`src/rtl/mdio_pkg.sv`:
```
package mdio_pkg;
  localparam int FRAME_W = 32;
  localparam int DATA_W  = 16;

  localparam logic [2:0] ADR_CFG   = 3'd0;
  localparam logic [2:0] ADR_FRAME = 3'd1;
  localparam logic [2:0] ADR_PSTAT = 3'd2;
  localparam logic [2:0] ADR_PMASK = 3'd3;
  localparam logic [2:0] ADR_BBCLK = 3'd4;
  localparam logic [2:0] ADR_BBDAT = 3'd5;
  localparam logic [2:0] ADR_BBOE  = 3'd6;

  localparam int CFG_SEL_BIT  = 0;
  localparam int CFG_POLL_BIT = 1;
  localparam int CFG_BB_BIT   = 2;
  localparam int CFG_PREG_LSB = 3;
  localparam int CFG_PPHY_LSB = 10;

  localparam int DONE_BIT = 16;

  localparam logic [1:0] START_PAT = 2'b01;
  localparam logic [1:0] OPC_READ  = 2'b10;
  localparam logic [1:0] OPC_WRITE = 2'b01;

  typedef struct packed {
    logic [1:0]  start;
    logic [1:0]  opc;
    logic [4:0]  phy;
    logic [4:0]  regad;
    logic [1:0]  ta;
    logic [15:0] data;
  } mgmt_frame_t;

  function automatic mgmt_frame_t poll_frame(input logic [4:0] phy, input logic [4:0] regad);
    mgmt_frame_t f;
    f.start = START_PAT;
    f.opc   = OPC_READ;
    f.phy   = phy;
    f.regad = regad;
    f.ta    = 2'b00;
    f.data  = '0;
    return f;
  endfunction
endpackage

```
`src/rtl/mdio_clk_div.sv`:
```
module mdio_clk_div #(
  parameter int DIV = 4
) (
  input  logic clk,
  input  logic rst_n,
  input  logic run,
  output logic mdc,
  output logic rise,
  output logic fall
);
  localparam int CW = (DIV > 2) ? $clog2(DIV) : 1;

  logic [CW-1:0] cnt;
  logic          tick;

  assign tick = run && (cnt == CW'(DIV - 1));
  assign rise = tick && !mdc;
  assign fall = tick && mdc;

  always_ff @(posedge clk) begin
    if (!rst_n) begin
      cnt <= '0;
      mdc <= 1'b0;
    end else if (!run) begin
      cnt <= '0;
      mdc <= 1'b0;
    end else if (tick) begin
      cnt <= '0;
      mdc <= ~mdc;
    end else begin
      cnt <= cnt + 1'b1;
    end
  end


  mdc_hold_chk: assert property (@(posedge clk) disable iff (!rst_n)
    run && !tick |=> $stable(mdc));
endmodule

```
`src/rtl/mdio_frame_shifter.sv`:
```
module mdio_frame_shifter import mdio_pkg::*; #(
  parameter int PRE_LEN = 32
) (
  input  logic        clk,
  input  logic        rst_n,
  input  logic        start,
  input  mgmt_frame_t word,
  input  logic        rise,
  input  logic        fall,
  input  logic        mdi,
  output logic        busy,
  output logic        done,
  output logic        mdo,
  output logic        oe,
  output logic [15:0] rdata
);
  localparam int TOTAL = PRE_LEN + FRAME_W;
  localparam int BW    = $clog2(TOTAL);

  logic [BW-1:0]        bidx;
  logic [BW-1:0]        rem;
  logic [4:0]           fpos;
  logic [FRAME_W-1:0]   word_q;
  logic                 in_pre;
  logic                 is_rd;

  assign rem    = BW'(TOTAL - 1) - bidx;
  assign fpos   = rem[4:0];
  assign in_pre = bidx < BW'(PRE_LEN);
  assign is_rd  = word_q[29:28] == OPC_READ;

  always_comb begin
    mdo = 1'b1;
    oe  = 1'b1;
    if (!in_pre) begin
      if (fpos >= 5'd18) begin
        mdo = word_q[fpos];
      end else if (is_rd) begin
        mdo = 1'b0;
        oe  = 1'b0;
      end else if (fpos >= 5'd16) begin
        mdo = (fpos == 5'd17);
      end else begin
        mdo = word_q[fpos];
      end
    end
  end

  always_ff @(posedge clk) begin
    if (!rst_n) begin
      busy   <= 1'b0;
      done   <= 1'b0;
      bidx   <= '0;
      word_q <= '0;
      rdata  <= '0;
    end else begin
      done <= 1'b0;
      if (start && !busy) begin
        busy   <= 1'b1;
        bidx   <= '0;
        word_q <= word;
        rdata  <= '0;
      end else if (busy) begin
        if (rise && is_rd && !in_pre && fpos < 5'd16)
          rdata <= {rdata[14:0], mdi};
        if (fall) begin
          if (bidx == BW'(TOTAL - 1)) begin
            busy <= 1'b0;
            done <= 1'b1;
          end else begin
            bidx <= bidx + 1'b1;
          end
        end
      end
    end
  end


  line_moves_on_fall_chk: assert property (@(posedge clk) disable iff (!rst_n)
    busy && $past(busy) && !$past(fall) |-> $stable(mdo) && $stable(oe));


  release_only_on_read_chk: assert property (@(posedge clk) disable iff (!rst_n)
    busy && $fell(oe) |-> is_rd);
endmodule

```
`src/rtl/mdio_poll_unit.sv`:
```
module mdio_poll_unit #(
  parameter int GAP = 64
) (
  input  logic        clk,
  input  logic        rst_n,
  input  logic        poll_en,
  input  logic        eng_idle,
  input  logic        done,
  input  logic [15:0] rdata,
  input  logic        clr,
  output logic        req,
  output logic [15:0] last,
  output logic [15:0] chg
);
  localparam int GW = $clog2(GAP + 1) > 0 ? $clog2(GAP + 1) : 1;

  logic [GW-1:0] gcnt;
  logic          inflight;
  logic          base_ok;

  assign req = poll_en && !inflight && eng_idle && (gcnt == GW'(GAP));

  always_ff @(posedge clk) begin
    if (!rst_n) begin
      gcnt     <= '0;
      inflight <= 1'b0;
      base_ok  <= 1'b0;
      last     <= '0;
      chg      <= '0;
    end else begin
      if (!poll_en) begin
        gcnt    <= '0;
        base_ok <= 1'b0;
      end else if (req) begin
        gcnt     <= '0;
        inflight <= 1'b1;
      end else if (!inflight && gcnt != GW'(GAP)) begin
        gcnt <= gcnt + 1'b1;
      end
      if (done) begin
        inflight <= 1'b0;
        last     <= rdata;
        base_ok  <= poll_en;
        chg      <= (clr ? 16'h0 : chg) | (base_ok ? (last ^ rdata) : 16'h0);
      end else if (clr) begin
        chg <= '0;
      end
    end
  end


  clear_on_read_chk: assert property (@(posedge clk) disable iff (!rst_n)
    clr && !done |=> chg == 16'h0);
endmodule

```
`src/rtl/mdio_mgmt_ctrl.sv`:
```
module mdio_mgmt_ctrl import mdio_pkg::*; #(
  parameter int CLK_DIV      = 4,
  parameter int POLL_GAP     = 64,
  parameter int PREAMBLE_LEN = 32
) (
  input  logic        clk,
  input  logic        rst_n,
  input  logic        wr_en,
  input  logic [2:0]  wr_addr,
  input  logic [31:0] wr_data,
  input  logic        rd_en,
  input  logic [2:0]  rd_addr,
  output logic [31:0] rd_data,
  output logic        irq,
  output logic [1:0]  mdc,
  output logic [1:0]  mdio_out,
  output logic [1:0]  mdio_oe,
  input  logic [1:0]  mdio_in
);
  localparam int NPORT = 2;

  logic        cfg_sel, cfg_poll, cfg_bb;
  logic [4:0]  cfg_preg, cfg_pphy;
  logic [15:0] mask_q;
  logic        bb_clk_q, bb_dat_q, bb_oe_q;
  logic [31:0] frame_q;
  logic        sel_q, owner_poll;

  logic        eng_busy, eng_done, eng_mdc, eng_mdo, eng_oe, tk_rise, tk_fall;
  logic [15:0] eng_rdata;
  logic        poll_req, host_go, eng_start, stat_clr, poll_en;
  logic [15:0] p_last, p_chg;
  mgmt_frame_t start_word;

  assign poll_en   = cfg_poll && !cfg_bb;
  assign host_go   = wr_en && (wr_addr == ADR_FRAME) && !eng_busy && !cfg_bb && !cfg_poll;
  assign eng_start = host_go || poll_req;
  assign start_word = host_go ? mgmt_frame_t'(wr_data) : poll_frame(cfg_pphy, cfg_preg);
  assign stat_clr  = rd_en && (rd_addr == ADR_PSTAT);
  assign irq       = |(p_chg & ~mask_q);

  always_ff @(posedge clk) begin
    if (!rst_n) begin
      cfg_sel    <= 1'b0;
      cfg_poll   <= 1'b0;
      cfg_bb     <= 1'b0;
      cfg_preg   <= '0;
      cfg_pphy   <= '0;
      mask_q     <= 16'hFFFF;
      bb_clk_q   <= 1'b0;
      bb_dat_q   <= 1'b0;
      bb_oe_q    <= 1'b0;
      frame_q    <= '0;
      sel_q      <= 1'b0;
      owner_poll <= 1'b0;
    end else begin
      if (wr_en) begin
        case (wr_addr)
          ADR_CFG: begin
            cfg_sel  <= wr_data[CFG_SEL_BIT];
            cfg_poll <= wr_data[CFG_POLL_BIT];
            cfg_bb   <= wr_data[CFG_BB_BIT];
            cfg_preg <= wr_data[CFG_PREG_LSB +: 5];
            cfg_pphy <= wr_data[CFG_PPHY_LSB +: 5];
          end
          ADR_PMASK: mask_q   <= wr_data[15:0];
          ADR_BBCLK: bb_clk_q <= wr_data[0];
          ADR_BBDAT: bb_dat_q <= wr_data[0];
          ADR_BBOE:  bb_oe_q  <= wr_data[0];
          default: ;
        endcase
      end
      if (host_go) begin
        frame_q           <= wr_data;
        frame_q[DONE_BIT] <= 1'b0;
      end else if (eng_done && !owner_poll) begin
        frame_q[DONE_BIT] <= 1'b1;
        if (frame_q[29:28] == OPC_READ) frame_q[15:0] <= eng_rdata;
      end
      if (eng_start) begin
        sel_q      <= cfg_sel;
        owner_poll <= poll_req;
      end
    end
  end

  always_comb begin
    rd_data = '0;
    case (rd_addr)
      ADR_CFG: begin
        rd_data[CFG_SEL_BIT]       = cfg_sel;
        rd_data[CFG_POLL_BIT]      = cfg_poll;
        rd_data[CFG_BB_BIT]        = cfg_bb;
        rd_data[CFG_PREG_LSB +: 5] = cfg_preg;
        rd_data[CFG_PPHY_LSB +: 5] = cfg_pphy;
      end
      ADR_FRAME: rd_data = frame_q;
      ADR_PSTAT: rd_data = {p_last, p_chg};
      ADR_PMASK: rd_data = {16'h0, mask_q};
      ADR_BBCLK: rd_data = {31'h0, bb_clk_q};
      ADR_BBDAT: rd_data = {31'h0, bb_dat_q};
      ADR_BBOE:  rd_data = {31'h0, bb_oe_q};
      default:   rd_data = '0;
    endcase
  end

  mdio_clk_div #(.DIV(CLK_DIV)) u_clk (
    .clk(clk), .rst_n(rst_n), .run(eng_busy),
    .mdc(eng_mdc), .rise(tk_rise), .fall(tk_fall)
  );

  mdio_frame_shifter #(.PRE_LEN(PREAMBLE_LEN)) u_shift (
    .clk(clk), .rst_n(rst_n), .start(eng_start), .word(start_word),
    .rise(tk_rise), .fall(tk_fall), .mdi(mdio_in[sel_q]),
    .busy(eng_busy), .done(eng_done), .mdo(eng_mdo), .oe(eng_oe), .rdata(eng_rdata)
  );

  mdio_poll_unit #(.GAP(POLL_GAP)) u_poll (
    .clk(clk), .rst_n(rst_n), .poll_en(poll_en), .eng_idle(!eng_busy),
    .done(eng_done && owner_poll), .rdata(eng_rdata), .clr(stat_clr),
    .req(poll_req), .last(p_last), .chg(p_chg)
  );

  for (genvar p = 0; p < NPORT; p++) begin : g_port
    always_comb begin
      mdc[p]      = 1'b0;
      mdio_out[p] = 1'b0;
      mdio_oe[p]  = 1'b0;
      if (cfg_bb) begin
        if (cfg_sel == 1'(p)) begin
          mdc[p]      = bb_clk_q;
          mdio_out[p] = bb_dat_q;
          mdio_oe[p]  = bb_oe_q;
        end
      end else if (eng_busy && sel_q == 1'(p)) begin
        mdc[p]      = eng_mdc;
        mdio_out[p] = eng_mdo;
        mdio_oe[p]  = eng_oe;
      end
    end
  end


  busy_write_drop_chk: assert property (@(posedge clk) disable iff (!rst_n)
    eng_busy && wr_en && wr_addr == ADR_FRAME |=> $stable(frame_q));


  bb_other_port_idle_chk: assert property (@(posedge clk) disable iff (!rst_n)
    cfg_bb |-> !mdc[!cfg_sel] && !mdio_oe[!cfg_sel]);
endmodule

```
`config.mk`:
```
export PLATFORM = sky130hd
export DESIGN_NAME = mdio_mgmt_ctrl
export DESIGN_NICKNAME = d
export VERILOG_FILES = /design/src/rtl/mdio_pkg.sv /design/src/rtl/mdio_clk_div.sv /design/src/rtl/mdio_frame_shifter.sv /design/src/rtl/mdio_poll_unit.sv /design/src/rtl/mdio_mgmt_ctrl.sv
export SDC_FILE = /design/constraint.sdc
export NUM_CORES = 1
export LEC_CHECK = 0
export BUFFER_PORTS_ARGS = -buffer_cell sky130_fd_sc_hd__buf_2
export CAP_MARGIN = 20
export CORE_MARGIN = 2
export CORE_UTILIZATION = 30
export DETAILED_ROUTE_END_ITERATION = 10
export PLACE_DENSITY = 0.43
export SYNTH_ARGS = -nofsm -noshare
export SYNTH_HDL_FRONTEND = slang
export SYNTH_HIERARCHICAL = 1
export SYNTH_SLANG_ARGS = --single-unit
export TNS_END_PERCENT = 20
```
`constraint.sdc`:
```
create_clock -name clk -period 7.2 [get_ports clk]
set_input_delay 0.36 -clock clk [delete_from_list [all_inputs] [get_ports clk]]
set_output_delay 0.36 -clock clk [all_outputs]
set_load 0.05 [all_outputs]
```
# Word-level counts from Yosys, hierarchy flattened
# Index checks and enable logic that the tools add are counted.
# classes
muxes	47
mul	0
shift	0
n_div	0
n_bitwise	11
order_cmp	6
reduce_logical	50
eq_ne	19
add_sub_neg	4
# ops
operator	count
16-bit 2-to-1 mux	6
8-bit case mux with 7 select lines	1
17-bit case mux with 3 select lines	1
1-bit 2-to-1 mux	35
32-bit 2-to-1 mux	1
1-bit logical AND	21
5-bit case mux with 4 select lines	1
3-bit equality test, second input constant	6
2-bit AND reduction	9
16-bit AND	1
16-bit inverter	1
16-bit OR	1
16-bit OR reduction	1
16-bit XOR	1
5-bit greater-or-equal comparator, second input constant	2
3-bit by 2-bit equality test with 1-bit output, second input constant	3
7-bit by 1-bit adder with 7-bit output, second input constant	1
7-bit equality test, second input constant	1
1-bit zero test	7
7-bit inequality test, second input constant	1
1-bit inverter	7
6-bit by 1-bit adder with 6-bit output, second input constant	1
2-bit equality test, second input constant	3
3-bit by 1-bit equality test with 1-bit output, second input constant	2
other kinds (18)	23
# totals
mem_bits_rw	0
reg_bits	166
latchBits	0
mem_bits_ro	0
input_bits	44
mem_count	0
out_inout_bits	39
elab_cells	163

# Longest topological paths before layout
# Gate-level depths: netlist of the first run.
# logic_depth
word_depth	9
mapped_depth	11

# Cells and area by module
# Netlist of the first run, hierarchy kept.
# modules_own_cells
mod	n_inst	cells_per_inst	area_per_inst_um2
mdio_mgmt_ctrl	1	460	3851.2
mdio_frame_shifter	1	268	2498.6
mdio_poll_unit	1	190	1796.7
mdio_clk_div	1	12	116.4

# Least setup slack after synthesis of the first run
# Ideal clock, no wire load.
# synth_timing
path_type	register to output
startpoint	register u_shift.bidx[0]
endpoint	output port mdio_out[1]
required_ns	6.840
path_stages_with_launch	9
t_arrival_ns	2.392
setup_slack_ns	4.448
path_cell_list	dfxtp_1 buf_6 inv_1 ha_1 nand4_1 a21o_1 o211ai_1 nand2b_1 o21ai_0
# synth_via
elab_chain_len	9
# synth_rtl
element	line	source
from (decl)	mdio_frame_shifter.sv:20	logic [BW-1:0] bidx;
from (signal assigned)	mdio_frame_shifter.sv:71	bidx <= bidx + 1'b1;
5-bit subtractor *	mdio_frame_shifter.sv:27	assign rem = BW'(TOTAL - 1) - bidx;
net u_shift.rem[0]	mdio_frame_shifter.sv:21	logic [BW-1:0] rem;
1-bit binary-select mux with 5-bit select	mdio_frame_shifter.sv:37, mdio_frame_shifter.sv:44	
1-bit 2-to-1 mux (not written as such)	mdio_frame_shifter.sv:37, mdio_frame_shifter.sv:44	
1-bit 2-to-1 mux	mdio_frame_shifter.sv:41	end else if (fpos >= 5'd16) begin
1-bit 2-to-1 mux	mdio_frame_shifter.sv:38	end else if (is_rd) begin
1-bit 2-to-1 mux *	mdio_frame_shifter.sv:36	if (fpos >= 5'd18) begin
1-bit 2-to-1 mux *	mdio_frame_shifter.sv:35	if (!in_pre) begin
net eng_mdo	mdio_mgmt_ctrl.sv:29	logic eng_busy, eng_done, eng_mdc, eng_mdo, eng_oe, tk_rise, tk_fall;
1-bit 2-to-1 mux *	mdio_mgmt_ctrl.sv:135	end else if (eng_busy && sel_q == 1'(p)) begin
1-bit 2-to-1 mux *	mdio_mgmt_ctrl.sv:129	if (cfg_bb) begin
to (decl)	mdio_mgmt_ctrl.sv:16	output logic [1:0] mdio_out,
# The timed path passes the listed nets; every way through them passes the cells marked *. The select of a mux whose other input is x is not followed.

# Worst setup path in the final report of the first run
# layout_timing
startpoint	register u_poll.gcnt[2]
endpoint	register u_shift.rdata[5]
# layout_via
elab_chain_len	5
# layout_rtl
element	line	source
from (decl)	mdio_poll_unit.sv:17	logic [GW-1:0] gcnt;
from (signal assigned)	mdio_poll_unit.sv:38	gcnt <= gcnt + 1'b1;
7-bit equality test	mdio_poll_unit.sv:21	assign req = poll_en && !inflight && eng_idle && (gcnt == GW'(GAP));
1-bit logical AND	mdio_poll_unit.sv:21	
net poll_req	mdio_mgmt_ctrl.sv:31	logic poll_req, host_go, eng_start, stat_clr, poll_en;
1-bit logical OR	mdio_mgmt_ctrl.sv:37	assign eng_start = host_go || poll_req;
net eng_start	mdio_mgmt_ctrl.sv:31	
1-bit logical AND	mdio_frame_shifter.sv:58	if (start && !busy) begin
2-bit OR reduction (no line)	--	
to (signal assigned)	mdio_frame_shifter.sv:65	rdata <= {rdata[14:0], mdi};
to (decl)	mdio_frame_shifter.sv:15	output logic [15:0] rdata
# The timed path passes the listed nets, and every way through them passes these cells.
# A chain may end at the register's enable or synchronous reset.

==> impl_metrics.ini, run 1 <==
[pwr]
vdd_drop_max_mv = 0.1222
power_density_mw_per_mm2 = 212.9
seqPwrFrac = 0.467
power_frac_comb = 0.076
swShare = 0.2707
p_sw_mw = 0.5380
clockPowerShare = 0.457
leakage_nw = 3.342
p_int_mw = 1.450

[finish]
nNetsFinal = 1014
drive_gt1_frac = 0.1699
area_growth_pct = 13.11
diodes = 0

[setup_path]
cp_slowest_cell = nand2_1
path_cells = or4b_1 > nor4_1 > a21oi_1 > inv_1 > nand2b_1 > buf_4 > nand2_1 > nor2_1
crit_type = reg2reg
cp_top_family = simple AND/OR/NAND/NOR gates
cp.required_ps = 7480
worstPathArrival_ps = 3400
critPathMaxStageDelay_ps = 830
cp.buffers_inverters = 2
crit_path_start_kind = flip-flop
critPathCaptureType = flip-flop
crit_fanout = 31

[timing]
finalMaxSlewViolations = 0
whs_ps = 192.9
setup_viol = 0
tightest_slew_ps = 1081
hold_viol_final = 0
period_minus_slack_ps = 3117
clock-skew-final_ps = 15.28
rsz0062_at_grt = false
post-route-period-util = 0.4329
fin_ws_ps = 4083
finalSetupTns_ps = 0
maxSlewHeadroom = 0.2775
fmax_ghz = 0.3208

[floorplanning]
die_area_mm2 = 0.02885
start_util = 0.3062
io_pins = 83
core_mm2 = 0.02695
rows = 60
die_y_um = 169.9
die_x_um = 169.9

[grt]
overflow = 0
grt_pass1_wl_mm = 41.30
antenna_found_initial = 0
grt_max_degree = 96
track_usage = 0.1918
grt_pass1_vias = 6364

[clocking]
cts_tree = built
clock_path_buffers = 2
numCtsBuffers = 17
ctsHoldBuffers = 0
clk_latency_ps = 440
cts_max_level = 4
cts.reportedPaths.clkPinSlew_ps = 70
cts.sinks = 164
cts.repair.resized = 0
cts-root-buf = clkbuf_16
postCtsSetupBuffers = 0

[routing]
wl_per_cell_um = 20.64
wl_mm = 27.20
drt_iter0_markers = 452
drc = 0
ant_nets = 0
drtPass1Iterations = 4
viasPerCell = 5.108
dr_total_vias = 6732

[place]
portBuffers = 81
hpwlAfterDp_mm = 18.82
place_congestion = 0.7418
pre_cts_ws_ps = 4047

[synthesis]
synthCells = 928
synthesis.area_mm2 = 0.008253
avgSynthCellArea_um2 = 8.893
syn-num-nets = 977
yosysWarnings = 6

[flow_run]
drv_cap = 0

[run_status]
status = complete, no violations

[worst_hold_path]
hp-class = in2reg
-- through the flow --
step | std cells | power [mW] | area [um^2] | utilization
floorplan | 928 | 1.045 | 8253 | -
global placement | 1287 | 1.101 | 8770 | 0.3254
detailed placement | 1287 | 1.101 | 8770 | 0.3254
CTS | 1318 | 2.003 | 9335 | 0.3464
global route | 1318 | 2.050 | 9335 | 0.3464
finish | 1318 | 1.988 | 9335 | 0.3464
-- placed cells by master, fill, tap and decap left out, drive strengths merged, types with 34 or more instances in the layout --
| master | count |
|---|---|
| a21oi | 51 |
| nor2b | 45 |
| nand3 | 34 |
| dfxtp | 164 |
| o21ai | 40 |
| buf | 92 |
| inv | 42 |
| nor2 | 36 |
| mux2i | 56 |
| nand2 | 142 |
-- area by class of cell --
| cell class | count | area (um^2) |
|---|---|---|
| Timing Repair Buffer | 92 | 488.0 |
| Clock inverter | 14 | 140.1 |
| Clock buffer | 17 | 425.4 |
| Tap cell | 341 | 426.7 |
| Inverter | 35 | 131.4 |
| Sequential cell | 164 | 3283 |
| Multi-Input combinational cell | 655 | 4441 |
| Fill cell | 2809 | 17620 |
-- sequential cells by signal, summed over array words and instances, names as in the netlist, 2 cells and up --
name	count
cfg_pphy	5
cfg_preg	5
frame_q	32
mask_q	16
u_clk/cnt	2
u_poll/chg	16
u_poll/gcnt	7
u_poll/last	16
u_shift/bidx	6
u_shift/rdata	16
u_shift/word_q	30
-- metal layers --
layer | wire, um | GRT usage
met2 | 12790 | 0.3109
met5 | 0 | 0
met4 | 373 | 0.05017
met1 | 13060 | 0.2670
met3 | 978 | 0.02860
-- worst paths after layout --
check / from / end / slack [ps] / cells past startpoint
max: u_poll/gcnt[2]$_SDFFE_PP0P_ / u_shift/rdata[5]$_SDFFE_PP0P_ / 4080 / 8
min reg2reg: u_clk/cnt[0]$_SDFF_PP0_ / u_clk/cnt[0]$_SDFF_PP0_ / 440 / 1
min: wr_data[17] / frame_q[17]$_SDFFE_PN0P_ / 190 / 3
max reg2reg: u_poll/gcnt[2]$_SDFFE_PP0P_ / u_shift/rdata[5]$_SDFFE_PP0P_ / 4080 / 8
-- worst register-to-register path: stages (launching register included) --
cell and delay, ps:
dfxtp_1 350, or4b_1 660, nor4_1 410, a21oi_1 130
inv_1 110, nand2b_1 60, buf_4 240, nand2_1 850
nor2_1 150
-- power groups by stage --
stage	Sequential (mW)	Combinational [mW]	Clock, mW
after CTS	0.927	0.153	0.922
after floorplan	0.944	0.101	0
after global routing	0.929	0.164	0.957
final	0.927	0.152	0.908
after global placement	0.948	0.153	0
after detailed placement	0.948	0.153	0
(Power assumes the default switching activity.)
==> run 2, diff against run 1 <==
clock period = 3 ns   (was 7.2 ns; I/O delays follow)
==> run 2 against run 1 <==
Global-route usage decreased by 0.16 points. Register-to-register slack got worse by 3500 ps. Non-clock buffer count increased by 16. Clock-buffer cell count unchanged. Largest power group unchanged. Critical path depth decreased by 1. Combinational power increased to 2.5 times the previous value. First-iteration DRC count decreased by 3.8%. Core utilization increased by 0.71 points. Setup slack got worse by 3800 ps. Highest routed layer unchanged. Routed wire length decreased by 0.35%. Clock skew about the same. Via count increased by 0.70%.
==> impl_metrics.ini, run 2 (same netlist as run 1, synthesis figures left out) <==
[pwr]
vdd_drop_max_mv = 0.3685
power_density_mw_per_mm2 = 502.5
leakage_nw = 3.440

[routing]
ant_nets = 0
wl_per_cell_um = 20.30
dr_total_vias = 6779
wl_mm = 27.11
drtPass1Iterations = 4
drc = 0
drt_iter0_markers = 435
viasPerCell = 5.078

[setup_path]
rr_worst_depth = 9
worstPathArrival_ps = 2590
critPathCaptureType = output pin
rr_startpoint = u_poll/gcnt[2]$_SDFFE_PP0P_
crit_type = reg2out
crit_path_start_kind = flip-flop
crit_fanout = 16
cp.required_ps = 2850
r2r_slack_ps = 600
reg2reg_to = u_shift/word_q[3]$_SDFFE_PN0P_

[finish]
drive_gt1_frac = 0.1791
top_register = frame_q
nNetsFinal = 1030
post-route-util = 0.3534
area_growth_pct = 15.42
largest_reg_flops = 32
final_common_cell = dfxtp_1
diodes = 0
layout_common_cells = dfxtp_1 (164), nand2_1 (141), buf_2 (81)
top_regs = frame_q (32), u_shift/word_q (30)
nFillCells = 2797

[timing]
clock-skew-final_ps = 15.27
finalMaxSlewViolations = 0
rsz0062_at_grt = false
setup_viol = 0
fmax_ghz = 0.3647
maxSlewHeadroom = 0.3475
period_minus_slack_ps = 2742
post-route-period-util = 0.9139
finalSetupTns_ps = 0
hold_viol_final = 0
tightest_slew_ps = 978.7

[grt]
grt_max_degree = 61
grt_pass1_wl_mm = 41.16
grt_pass1_vias = 6466
overflow = 0
track_usage = 0.1902
antenna_found_initial = 1

[floorplanning]
core_mm2 = 0.02695
io_pins = 83
rows = 60
die_y_um = 169.9
start_util = 0.3062
die_x_um = 169.9
die_area_mm2 = 0.02885

[worst_hold_path]
hp-class = in2reg
min_from = wr_data[30]
min_to = frame_q[30]$_SDFFE_PN0P_
holdPathStages = 3

[clocking]
ctsHoldBuffers = 5
cts.reportedPaths.clkPinSlew_ps = 70
cts.repair.resized = 0
postCtsSetupBuffers = 0
cts-root-buf = clkbuf_16
cts_max_level = 4
clk_latency_ps = 430
clock_path_buffers = 2
numCtsBuffers = 17
cts.sinks = 164
cts_tree = built

[place]
portBuffers = 81
hpwlAfterDp_mm = 19.21
place_congestion = 0.7615

[run_status]
status = complete, no violations

[flow_run]
drv_cap = 0
run 2: cell count changes in the layout (fill, tap and decap cells not counted):
cell / previous run / this run
buf_4: 11 / 19
buf_12: 0 / 3
clkinv_8: 0 / 3
clkinv_4: 3 / 2
inv_8: 1 / 5
inv_6: 6 / 2
dlygate4sd3_1: 0 / 5
bufinv_16: 1 / 0
run 2: how the worst max path moves through the flow:
| stage | start | end | slack, ps | depth (start not counted) |
|---|---|---|---|---|
| 6_report | u_shift/bidx[1]$_SDFFE_PP0P_ | mdio_out[1] | 260 | 7 |
| 4_1_cts | u_shift/bidx[1]$_SDFFE_PP0P_ | mdio_out[1] | 180 | 7 |
| 3_5_place_dp | u_poll/gcnt[2]$_SDFFE_PP0P_ | u_shift/word_q[3]$_SDFFE_PN0P_ | 630 | 9 |
| 2_1_floorplan | u_shift/bidx[0]$_SDFFE_PP0P_ | mdio_out[1] | 460 | 8 |
| 3_3_place_gp | u_poll/gcnt[2]$_SDFFE_PP0P_ | u_shift/word_q[30]$_SDFFE_PN0P_ | 600 | 9 |
| 5_1_grt | u_shift/bidx[1]$_SDFFE_PP0P_ | mdio_out[0] | 80 | 8 |
run 2: critical path, stage by stage, from the launching register on:
cell and delay, ps:
dfxtp_1 750, ha_1 270, nand4_1 120, a21o_1 230, o211ai_1 240, nand2b_1 100, o21ai_0 170, buf_2 280
run 2: layout make-up:
type | instances | area, um^2 | share of cell area
sequential | 164 | 3283 | 0.3447
clock inverter | 15 | 160.2 | 0.01681
inverter | 35 | 131.4 | 0.01379
timing repair buffer | 108 | 658.1 | 0.06909
tap | 341 | 426.7 | 0.04479
clock buffer | 17 | 425.4 | 0.04466
multi-input combinational | 655 | 4441 | 0.4662
run 2: per-stage QoR:
step / power (mW) / worst slack, ps / instance area, um^2 / hold slack (ps) / cells
after floorplan: 2.507 / 458.0 / 8253 / 274.0 / 928
after global placement: 2.654 / 603.5 / 8890 / 417.8 / 1298
after detailed placement: 2.653 / 633.4 / 8890 / 421.1 / 1298
after CTS: 4.841 / 180.3 / 9525 / 6.256 / 1335
after global routing: 4.964 / 83.80 / 9525 / 13.57 / 1335
final: 4.786 / 258.2 / 9525 / 21.22 / 1335
run 2: routing by layer:
layer / track usage / vias to the layer above / routed length [um]
li1: - / 3350 / -
met1: 0.2704 / 3264 / 12890
met5: 0 / - / 0
met2: 0.3028 / 149 / 12660
met4: 0.04311 / 0 / 378
met3: 0.03070 / 16 / 1169
run 2: report_power, final:
| group | leakage [nW] | switching, mW | internal (mW) |
|---|---|---|---|
| sequential | 1.32 | 0.0203 | 2.20 |
| combinational | 1.83 | 0.256 | 0.128 |
| clock | 0.282 | 1.06 | 1.12 |
